<file path="src/rtl/evtimer_pkg.sv">
// Shared constants and register offsets for the event timer.
// Assumes an 8-bit data bus and a 16-bit counter split into two bytes.
package evtimer_pkg;
    localparam int BYTE_W = 8;
    localparam int CNT_W  = 2 * BYTE_W;
    localparam int NFLAG  = 4;

    // Flag vector index; status/control bit = index + 4
    localparam int FL_WRAP = 0;
    localparam int FL_OC1  = 1;
    localparam int FL_OC0  = 2;
    localparam int FL_CAP  = 3;

    typedef enum logic [3:0] {
        OFS_CTRL = 4'h0,
        OFS_STAT = 4'h1,
        OFS_CAPH = 4'h2,
        OFS_CAPL = 4'h3,
        OFS_OC0H = 4'h4,
        OFS_OC0L = 4'h5,
        OFS_OC1H = 4'h6,
        OFS_OC1L = 4'h7,
        OFS_CNTH = 4'h8,
        OFS_CNTL = 4'h9
    } reg_ofs_e;
endpackage

</file>
<file path="src/rtl/evtimer_counter.sv">
// Free-running counter with a wrap pulse and a coherent low-byte hold.
// Assumes hi_rd/lo_rd are single-cycle read strobes for the two count bytes.
module evtimer_counter import evtimer_pkg::*; (
    input  logic              clk,
    input  logic              rst_n,
    input  logic              hi_rd,
    input  logic              lo_rd,
    output logic [CNT_W-1:0]  cnt,
    output logic              wrap,
    output logic [BYTE_W-1:0] lo_view
);
    logic [BYTE_W-1:0] lo_hold;
    logic              hold_vld;

    // Counter wraps to zero on the edge after all ones
    assign wrap = &cnt;

    // Advance the count every clock
    always_ff @(posedge clk) begin
        if (!rst_n) cnt <= '0;
        else        cnt <= cnt + 1'b1;
    end

    // Hold the low byte when the high byte is read; release on low read
    always_ff @(posedge clk) begin
        if (!rst_n) begin
            lo_hold  <= '0;
            hold_vld <= 1'b0;
        end else if (hi_rd) begin
            lo_hold  <= cnt[BYTE_W-1:0];
            hold_vld <= 1'b1;
        end else if (lo_rd) begin
            hold_vld <= 1'b0;
        end
    end

    // Present held byte if a high-byte read preceded
    assign lo_view = hold_vld ? lo_hold : cnt[BYTE_W-1:0];
endmodule

</file>
<file path="src/rtl/evtimer_capture.sv">
// Pin synchroniser, edge selector and capture latch.
// Assumes cap_pin is asynchronous; one sync stage plus one history stage.
module evtimer_capture import evtimer_pkg::*; (
    input  logic             clk,
    input  logic             rst_n,
    input  logic             cap_pin,
    input  logic             rise_sel,
    input  logic [CNT_W-1:0] cnt,
    output logic             pin_lvl,
    output logic             cap_evt,
    output logic [CNT_W-1:0] cap_val
);
    logic pin_d;

    // Sample the pin and keep one cycle of history
    always_ff @(posedge clk) begin
        if (!rst_n) begin
            pin_lvl <= 1'b0;
            pin_d   <= 1'b0;
        end else begin
            pin_lvl <= cap_pin;
            pin_d   <= pin_lvl;
        end
    end

    // Detect the selected edge on the synchronised level
    assign cap_evt = rise_sel ? (pin_lvl & ~pin_d) : (~pin_lvl & pin_d);

    // Latch the count of the detecting cycle
    always_ff @(posedge clk) begin
        if (!rst_n)       cap_val <= '0;
        else if (cap_evt) cap_val <= cnt;
    end
endmodule

</file>
<file path="src/rtl/evtimer_flag.sv">
// One event flag with its private arm bit for the two-step clear.
// Assumes stat_rd and clr_acc are never high in the same cycle.
module evtimer_flag (
    input  logic clk,
    input  logic rst_n,
    input  logic set_evt,
    input  logic stat_rd,
    input  logic clr_acc,
    output logic flag
);
    logic armed;

    // Event sets the flag; an armed clear access drops it; set wins
    always_ff @(posedge clk) begin
        if (!rst_n)                flag <= 1'b0;
        else if (set_evt)          flag <= 1'b1;
        else if (clr_acc && armed) flag <= 1'b0;
    end

    // Arm on a status read that sees the flag; any clear access disarms
    always_ff @(posedge clk) begin
        if (!rst_n)                armed <= 1'b0;
        else if (clr_acc)          armed <= 1'b0;
        else if (stat_rd && flag)  armed <= 1'b1;
    end
endmodule

</file>
<file path="src/rtl/evtimer_top.sv">
// Event timer: register decode, compare channels, flags and interrupt.
// Assumes BASE is aligned to 16 bytes and one access per strobe cycle.
module evtimer_top import evtimer_pkg::*; #(
    parameter int                ADDR_W = 8,
    parameter logic [ADDR_W-1:0] BASE   = 'h10
) (
    input  logic              clk,
    input  logic              rst_n,
    input  logic [ADDR_W-1:0] addr,
    input  logic              rd_en,
    input  logic              wr_en,
    input  logic [BYTE_W-1:0] wdata,
    output logic [BYTE_W-1:0] rdata,
    input  logic              cap_pin,
    output logic              irq
);
    logic              hit, rd, wr, acc, stat_rd;
    reg_ofs_e          ofs;
    logic [NFLAG-1:0]  en, flags, set_evt, clr_acc;
    logic              rise_sel;
    logic [CNT_W-1:0]  oc0, oc1, cnt, cap_val;
    logic              wrap, pin_lvl, cap_evt;
    logic [BYTE_W-1:0] lo_view;

    // Address decode
    assign hit     = (addr[ADDR_W-1:4] == BASE[ADDR_W-1:4]);
    assign ofs     = reg_ofs_e'(addr[3:0]);
    assign rd      = hit && rd_en;
    assign wr      = hit && wr_en;
    assign acc     = rd || wr;
    assign stat_rd = rd && (ofs == OFS_STAT);

    evtimer_counter u_cnt (
        .clk(clk), .rst_n(rst_n),
        .hi_rd(rd && (ofs == OFS_CNTH)), .lo_rd(rd && (ofs == OFS_CNTL)),
        .cnt(cnt), .wrap(wrap), .lo_view(lo_view)
    );

    evtimer_capture u_cap (
        .clk(clk), .rst_n(rst_n), .cap_pin(cap_pin), .rise_sel(rise_sel),
        .cnt(cnt), .pin_lvl(pin_lvl), .cap_evt(cap_evt), .cap_val(cap_val)
    );

    // Control byte and compare registers, byte-wide writes
    always_ff @(posedge clk) begin
        if (!rst_n) begin
            en       <= '0;
            rise_sel <= 1'b0;
            oc0      <= '1;
            oc1      <= '1;
        end else if (wr) begin
            case (ofs)
                OFS_CTRL: begin
                    en       <= wdata[7:4];
                    rise_sel <= wdata[1];
                end
                OFS_OC0H: oc0[CNT_W-1:BYTE_W] <= wdata;
                OFS_OC0L: oc0[BYTE_W-1:0]     <= wdata;
                OFS_OC1H: oc1[CNT_W-1:BYTE_W] <= wdata;
                OFS_OC1L: oc1[BYTE_W-1:0]     <= wdata;
                default: ;
            endcase
        end
    end

    // Per-flag event sources and clear accesses
    assign set_evt[FL_CAP]  = cap_evt;
    assign set_evt[FL_OC0]  = (cnt == oc0);
    assign set_evt[FL_OC1]  = (cnt == oc1);
    assign set_evt[FL_WRAP] = wrap;
    assign clr_acc[FL_CAP]  = acc && (ofs == OFS_CAPL);
    assign clr_acc[FL_OC0]  = acc && (ofs == OFS_OC0L);
    assign clr_acc[FL_OC1]  = acc && (ofs == OFS_OC1L);
    assign clr_acc[FL_WRAP] = rd  && (ofs == OFS_CNTL);

    for (genvar i = 0; i < NFLAG; i++) begin : g_flag
        evtimer_flag u_flag (
            .clk(clk), .rst_n(rst_n), .set_evt(set_evt[i]),
            .stat_rd(stat_rd), .clr_acc(clr_acc[i]), .flag(flags[i])
        );
    end

    // Registered shared request
    always_ff @(posedge clk) begin
        if (!rst_n) irq <= 1'b0;
        else        irq <= |(flags & en);
    end

    // Read data multiplexer
    always_comb begin
        rdata = '0;
        if (rd) begin
            case (ofs)
                OFS_CTRL: rdata = {en, 2'b00, rise_sel, 1'b0};
                OFS_STAT: rdata = {flags, pin_lvl, 3'b000};
                OFS_CAPH: rdata = cap_val[CNT_W-1:BYTE_W];
                OFS_CAPL: rdata = cap_val[BYTE_W-1:0];
                OFS_OC0H: rdata = oc0[CNT_W-1:BYTE_W];
                OFS_OC0L: rdata = oc0[BYTE_W-1:0];
                OFS_OC1H: rdata = oc1[CNT_W-1:BYTE_W];
                OFS_OC1L: rdata = oc1[BYTE_W-1:0];
                OFS_CNTH: rdata = cnt[CNT_W-1:BYTE_W];
                OFS_CNTL: rdata = lo_view;
                default:  rdata = '0;
            endcase
        end
    end
endmodule

</file>
<file path="config.mk">
export PLATFORM = sky130hd
export DESIGN_NAME = evtimer_top
export DESIGN_NICKNAME = d
export VERILOG_FILES = /design/src/rtl/evtimer_pkg.sv /design/src/rtl/evtimer_counter.sv /design/src/rtl/evtimer_capture.sv /design/src/rtl/evtimer_flag.sv /design/src/rtl/evtimer_top.sv
export SDC_FILE = /design/constraint.sdc
export NUM_CORES = 1
export LEC_CHECK = 0
export ABC_AREA = 1
export BUFFER_PORTS_ARGS = -buffer_cell sky130_fd_sc_hd__buf_2
export CAP_MARGIN = 20
export CORE_MARGIN = 2
export CORE_UTILIZATION = 65
export DETAILED_ROUTE_END_ITERATION = 6
export GPL_TIMING_DRIVEN = 0
export HOLD_SLACK_MARGIN = 0.05
export PLACE_DENSITY = 0.95
export SLEW_MARGIN = 10
export SYNTH_ARGS = -nofsm -noshare
export SYNTH_HDL_FRONTEND = slang
export SYNTH_SLANG_ARGS = --single-unit
</file>
<file path="constraint.sdc">
create_clock -name clk -period 3 [get_ports clk]
set_input_delay 0.6 -clock clk [delete_from_list [all_inputs] [get_ports clk]]
set_output_delay 0.6 -clock clk [all_outputs]
set_load 0.01 [all_outputs]
</file>
After elaboration in Yosys (flattened, before gate mapping)
Cells that the tools add are included.
- register bits after elaboration: 89
- latch bits: 0
- RAM bits: 0
- memory bits (read-only): 0
- input bits: 21
- output and inout bits: 9
- logic and storage cells: 88
- memories kept: 0
- $add $sub $neg: 1
- multiply operators: 0
- divide/modulo/power cells: 0
- magnitude comparators: 0
- equality and inequality tests: 12
- shifts and indexed selects: 0
- muxes and demuxes: 14
- bitwise gates (word level): 6
- reductions and logical operators: 34
- operators by type and width (operator ; number):
    $pmux W8 S10 ; 1
    $eq A16 B16 Y1 ; 2
    $add A16 B1 Y16 const B ; 1
    $eq A4 B3 Y1 const B ; 4
    $logic_and A1 B1 Y1 ; 16
    $mux W8 ; 2
    $reduce_and A16 Y1 ; 1
    $mux W1 ; 11
    $reduce_and A2 Y1 ; 5
    $reduce_bool A2 Y1 ; 5
    $eq A4 B1 Y1 const B ; 2
    $eq A4 B2 Y1 const B ; 2
    $eq A4 B4 Y1 const B ; 2
    $reduce_or A2 Y1 ; 4
    $and A4 B4 Y4 ; 1
    $logic_not A4 Y1 ; 1
    $reduce_or A4 Y1 ; 1
    $not A1 Y1 ; 3
    $and A1 B1 Y1 ; 2
    $logic_or A1 B1 Y1 ; 1

Logic depth before layout (Yosys ltp)
- depth after elaboration: 7
- mapped depth: 9
- mapped depth without buffers: 9

Modules after synthesis
A second synthesis with hierarchy kept.
- cells, all modules: 764
- area total of the unflattened synthesis: 4934.7 um2
- modules (own cells, without submodules) (module ; times used ; cells an instance ; area each (um2) ; sequential area each (um2)):
    evtimer_top ; 1 ; 437 ; 2631.3 ; 760.7
    evtimer_counter ; 1 ; 171 ; 1169.9 ; 500.5
    evtimer_capture ; 1 ; 116 ; 833.3 ; 360.3
    evtimer_flag ; 4 ; 10 ; 75.1 ; 40.0

Worst setup path before layout
Ideal clock, no wire load.
- path kind: input-to-output
- start point: in addr[4]
- end point: out rdata[4]
- arrival time: 1414 ps
- required time: 2400 ps
- slack: 986 ps
- cell stages on the path: 7
- cells stage by stage: inv_1 -> nor2_2 -> nand3_2 -> buf_2 -> inv_1 -> nand2_1 -> inv_1
- longest elaborated chain between the ends: 3
- ends and longest elaborated chain (element ; line ; source):
    from (decl) ; evtimer_top.sv:9 ; input logic [ADDR_W-1:0] addr,
    $eq A4 B1 Y1 ; evtimer_top.sv:26 ; assign hit = (addr[ADDR_W-1:4] == BASE[ADDR_W-1:4]);
    $logic_and A1 B1 Y1 ; evtimer_top.sv:28 ; assign rd = hit && rd_en;
    $mux W8 ; evtimer_top.sv:92 ; if (rd) begin
    to (decl) ; evtimer_top.sv:13 ; output logic [BYTE_W-1:0] rdata,
Every way passes these cells.

Final worst setup path
- start point: reg u_cnt.cnt[6]
- end point: out rdata[6]
- longest elaborated chain between the ends: 3
- ends and longest elaborated chain (element ; line ; source):
    from (decl) ; evtimer_counter.sv:8 ; output logic [CNT_W-1:0] cnt,
    from (signal assigned) ; evtimer_counter.sv:21 ; else cnt <= cnt + 1'b1;
    $mux W8 ; evtimer_counter.sv:38 ; assign lo_view = hold_vld ? lo_hold : cnt[BYTE_W-1:0];
    $pmux W8 S10 ; evtimer_top.sv:93 ; case (ofs)
    $mux W8 ; evtimer_top.sv:92 ;
Every way passes these cells.

==> results.yml <==
run_status:
  outcome: "finished, violations left"
  violations: "design-rule violations"
final_layout:
  finalNonFillerCells: 849
  finalInstanceArea_mm2: 0.00513
  drive_gt1_share_pct: 11.3
  nNetsFinal: 771
  final_util_pct: 74.7
  num_antenna_cells: 0
  fillers: 599
  syn2layout_area_growth_pct: 9.77
route:
  drt_iter0_drc: 533
  ant_nets: 0
  routed_wl_um: 15200
  viasPerCell: 5.96
  first_pass_iters: 7
  drcViolationCount: 2
  wire_per_inst_um: 17.9
  vias: 5063
worst_setup_path:
  crit_end: "rdata[6]"
  worst_path_largest_cell_delay_ns: 0.43
  r2r-start: "u_cnt.cnt[1]"
  crit_slowest_cell: "dfxtp_1"
  reg2reg_depth: 7
  start_kind: "flop"
  r2r_end: "g_flag[0].u_flag.flag"
  worstSetupPathType: "reg2out"
  worstSetupEndpointType: "output pin"
  crit_start: "u_cnt.cnt[6]"
  rrSetupSlack_ns: 1.11
  worstPathCellList: "clkinv_1 -> o21ai_0 -> nand2_1 -> o21ai_0 -> nor2_1 -> nand3_1 -> nand2_1 -> inv_1 -> buf_2"
  crit_arrival_ns: 2.02
  path_max_fanout: 9
  required_ns: 2.40
cts:
  clock-root-buffer: "clkbuf_8"
  ctsHoldBuffers: 0
  clk_pin_slew_ns: 0.10
  post_cts_buffers: 0
  clock_path_buffers: 2
  clock-sinks: 89
  numCtsBuffers: 9
  cts_tree: "done"
  clock_latency_ns: 0.37
  cts_resized: 0
  htree_levels: 3
global_routing:
  antenna_found_initial: 0
  grt_use_total_pct: 40.2
  grt_pass1_vias: 4776
  grt_pass1_wl_um: 23600
  grt_max_degree: 16
  grt_overflow: 0
synthesis:
  syn_avg_cell_area_um2: 6.59
  syn_area_mm2: 0.00467
  synth_seq_cells: 89
  syn_nets: 731
  syn_inst: 709
  synth_warnings: 0
  synth_cell_types: 33
  ys_seq_area_share_pct: 38.1
placed_design:
  hpwl_um: 11600
  globalplace.congestion: 1.02
  pre_cts_ws_ns: 0.498
  place_inst: 834
  placed_cell_area_mm2: 0.00494
  port_buffers: 29
die:
  io_pins: 30
  die_w_um: 88.8
  start_util_pct: 68.1
  core.rowCount: 30
  die-area_mm2: 0.00789
  core_mm2: 0.00687
  die_y_um: 88.8
flow_run:
  max_cap_violations: 0
sta:
  tightestPinTransition_ns: 0.767
  setup_slack_ns: 0.381
  report.final.slew_viol_count: 0
  clock_skew_ns: 0.0156
  setup_viol: 0
  rsz0062_at_grt: "no"
  max_freq_mhz: 382
  min_period_ns: 2.62
  hold_violations: 0
  fin_crit_sh_pct: 87.3
  fin_tns_setup_ns: 0
  max_slew_margin_pct: 48.8
pwr:
  p_leak_nw: 2.44
  power_frac_comb_pct: 8.2
  intPower_mw: 1.63
  pwr_density_cell_mw_per_mm2: 435
  switchingPower_mw: 0.599
  p_seq_share_pct: 54.3
  switching_share_pct: 26.8
  peakVddDrop_mv: 0.336
  p_clk_share_pct: 37.5
hold_path:
  holdCritPathClass: "in2reg"
## sequential cells by signal, indices dropped and copies added (netlist names)
signal               flops
oc0                     16
en                       4
g_flag.u_flag.flag       4
u_cap.pin_d              1
u_cnt.lo_hold            8
rise_sel                 1
u_cap.pin_lvl            1
irq                      1
oc1                     16
g_flag.u_flag.armed      4
u_cnt.hold_vld           1
u_cnt.cnt               16
u_cap.cap_val           16
## power groups by stage
stage          logic [mW]  clock network [mW]  registers, mW
2_1_floorplan       0.109                   0           1.23
3_3_place_gp        0.172                   0           1.24
3_5_place_dp        0.177                   0           1.24
4_1_cts             0.178               0.833           1.21
5_1_grt             0.199               0.876           1.21
6_report            0.184               0.837           1.21
## worst max-delay path, delay by kind of cell, from the launching register on
family | cells | cell delay [ns]
buf+inv | 3 | 0.51
flops | 1 | 0.43
compound gates | 2 | 0.36
simple gates | 4 | 0.35
## layer usage
| layer | part of all wire [%] | global-route usage, % | vias to the layer above | routed length [um] |
|---|---|---|---|---|
| met3 | 11 | 7.00 | 65 | 1700 |
| met5 | 0 | 0 | - | 0 |
| met4 | 4.2 | 19.1 | 0 | 635 |
| li1 | - | - | 2371 | - |
| met1 | 39 | 51.9 | 2279 | 5900 |
| met2 | 46 | 65.4 | 348 | 6930 |
## worst min path at each step
stage | from | endpoint | cells after the start | slack [ns]
6_report | cap_pin | u_cap.pin_lvl | 3 | 0.41
4_1_cts | cap_pin | u_cap.pin_lvl | 3 | 0.41
3_3_place_gp | g_flag[3].u_flag.armed | g_flag[3].u_flag.armed | 2 | 0.45
3_5_place_dp | en[1] | en[1] | 2 | 0.47
2_1_floorplan | u_cap.pin_lvl | u_cap.pin_d | 2 | 0.43
5_1_grt | cap_pin | u_cap.pin_lvl | 3 | 0.42
## cells in the final DEF, fill, tap and decap left out, types with 2 or more instances in the layout
master | netlist | layout
nand2_1 | 200 | 200
o21ai_0 | 89 | 89
dfxtp_1 | 89 | 89
a21oi_1 | 80 | 80
inv_1 | 74 | 74
nor2_1 | 66 | 66
buf_2 | 5 | 34
nand3_1 | 29 | 29
clkbuf_1 | 11 | 11
nor3_1 | 10 | 10
clkbuf_8 | 0 | 9
nor2_2 | 8 | 8
nor2_4 | 6 | 6
o21ai_1 | 6 | 6
nor2_8 | 4 | 4
nand2_4 | 4 | 4
nand4_1 | 3 | 3
buf_6 | 3 | 3
xor2_1 | 3 | 3
inv_2 | 2 | 2
clkinv_1 | 2 | 2
buf_4 | 2 | 2
nor3b_1 | 2 | 2
clkinvlp_4 | 0 | 2
## stage by stage
step	total power, mW	hold slack (ns)
after detailed placement	1.41	0.466
final	2.23	0.405
after CTS	2.22	0.406
after floorplan	1.34	0.434
after global placement	1.41	0.449
after global routing	2.29	0.420
## layout make-up
cell class / instances / area [um2] / area share (%)
multi-input cells: 519 / 2460 / 48.0
flip-flops and latches: 89 / 1780 / 34.7
inverters: 79 / 299 / 5.83
repair buffers: 29 / 145 / 2.83
plain buffers: 22 / 130 / 2.54
clock buffers: 9 / 124 / 2.41
well taps: 96 / 120 / 2.34
clock inverters: 6 / 67.6 / 1.32
## cells by family after synthesis
logic type	Yosys count	synth area share (%)
xor gates and xnor gates	3	0.562
buffers and inverters	101	9.18
adders and majority gates	1	0.268
and+or+nand+nor	336	32.4
AOI/OAI and AO/OA	179	19.4
DFF	89	38.1
## synth_stat cells
cell | count | area [um2]
a21oi_1 | 80 | 400
a21oi_2 | 1 | 8.76
a41oi_1 | 1 | 8.76
and3_1 | 1 | 6.26
buf_2 | 5 | 25.0
buf_4 | 2 | 15.0
buf_6 | 3 | 33.8
buf_8 | 1 | 15.0
clkbuf_1 | 11 | 41.3
clkinv_1 | 2 | 7.51
dfxtp_1 | 89 | 1780
ha_1 | 1 | 12.5
inv_1 | 74 | 278
inv_2 | 2 | 7.51
inv_4 | 1 | 6.26
nand2_1 | 200 | 751
nand2_4 | 4 | 45.0
nand3_1 | 29 | 145
nand3_2 | 1 | 10.0
nand3_4 | 1 | 17.5
nand4_1 | 3 | 18.8
nand4_2 | 1 | 12.5
nor2_1 | 66 | 248
nor2_2 | 8 | 50.1
nor2_4 | 6 | 67.6
nor2_8 | 4 | 80.1
nor3_1 | 10 | 50.1
nor3b_1 | 2 | 15.0
o21ai_0 | 89 | 445
o21ai_1 | 6 | 30.0
o21ai_2 | 1 | 8.76
o22ai_1 | 1 | 6.26
xor2_1 | 3 | 26.3
No activity file was read; power rests on OpenSTA's default activity.
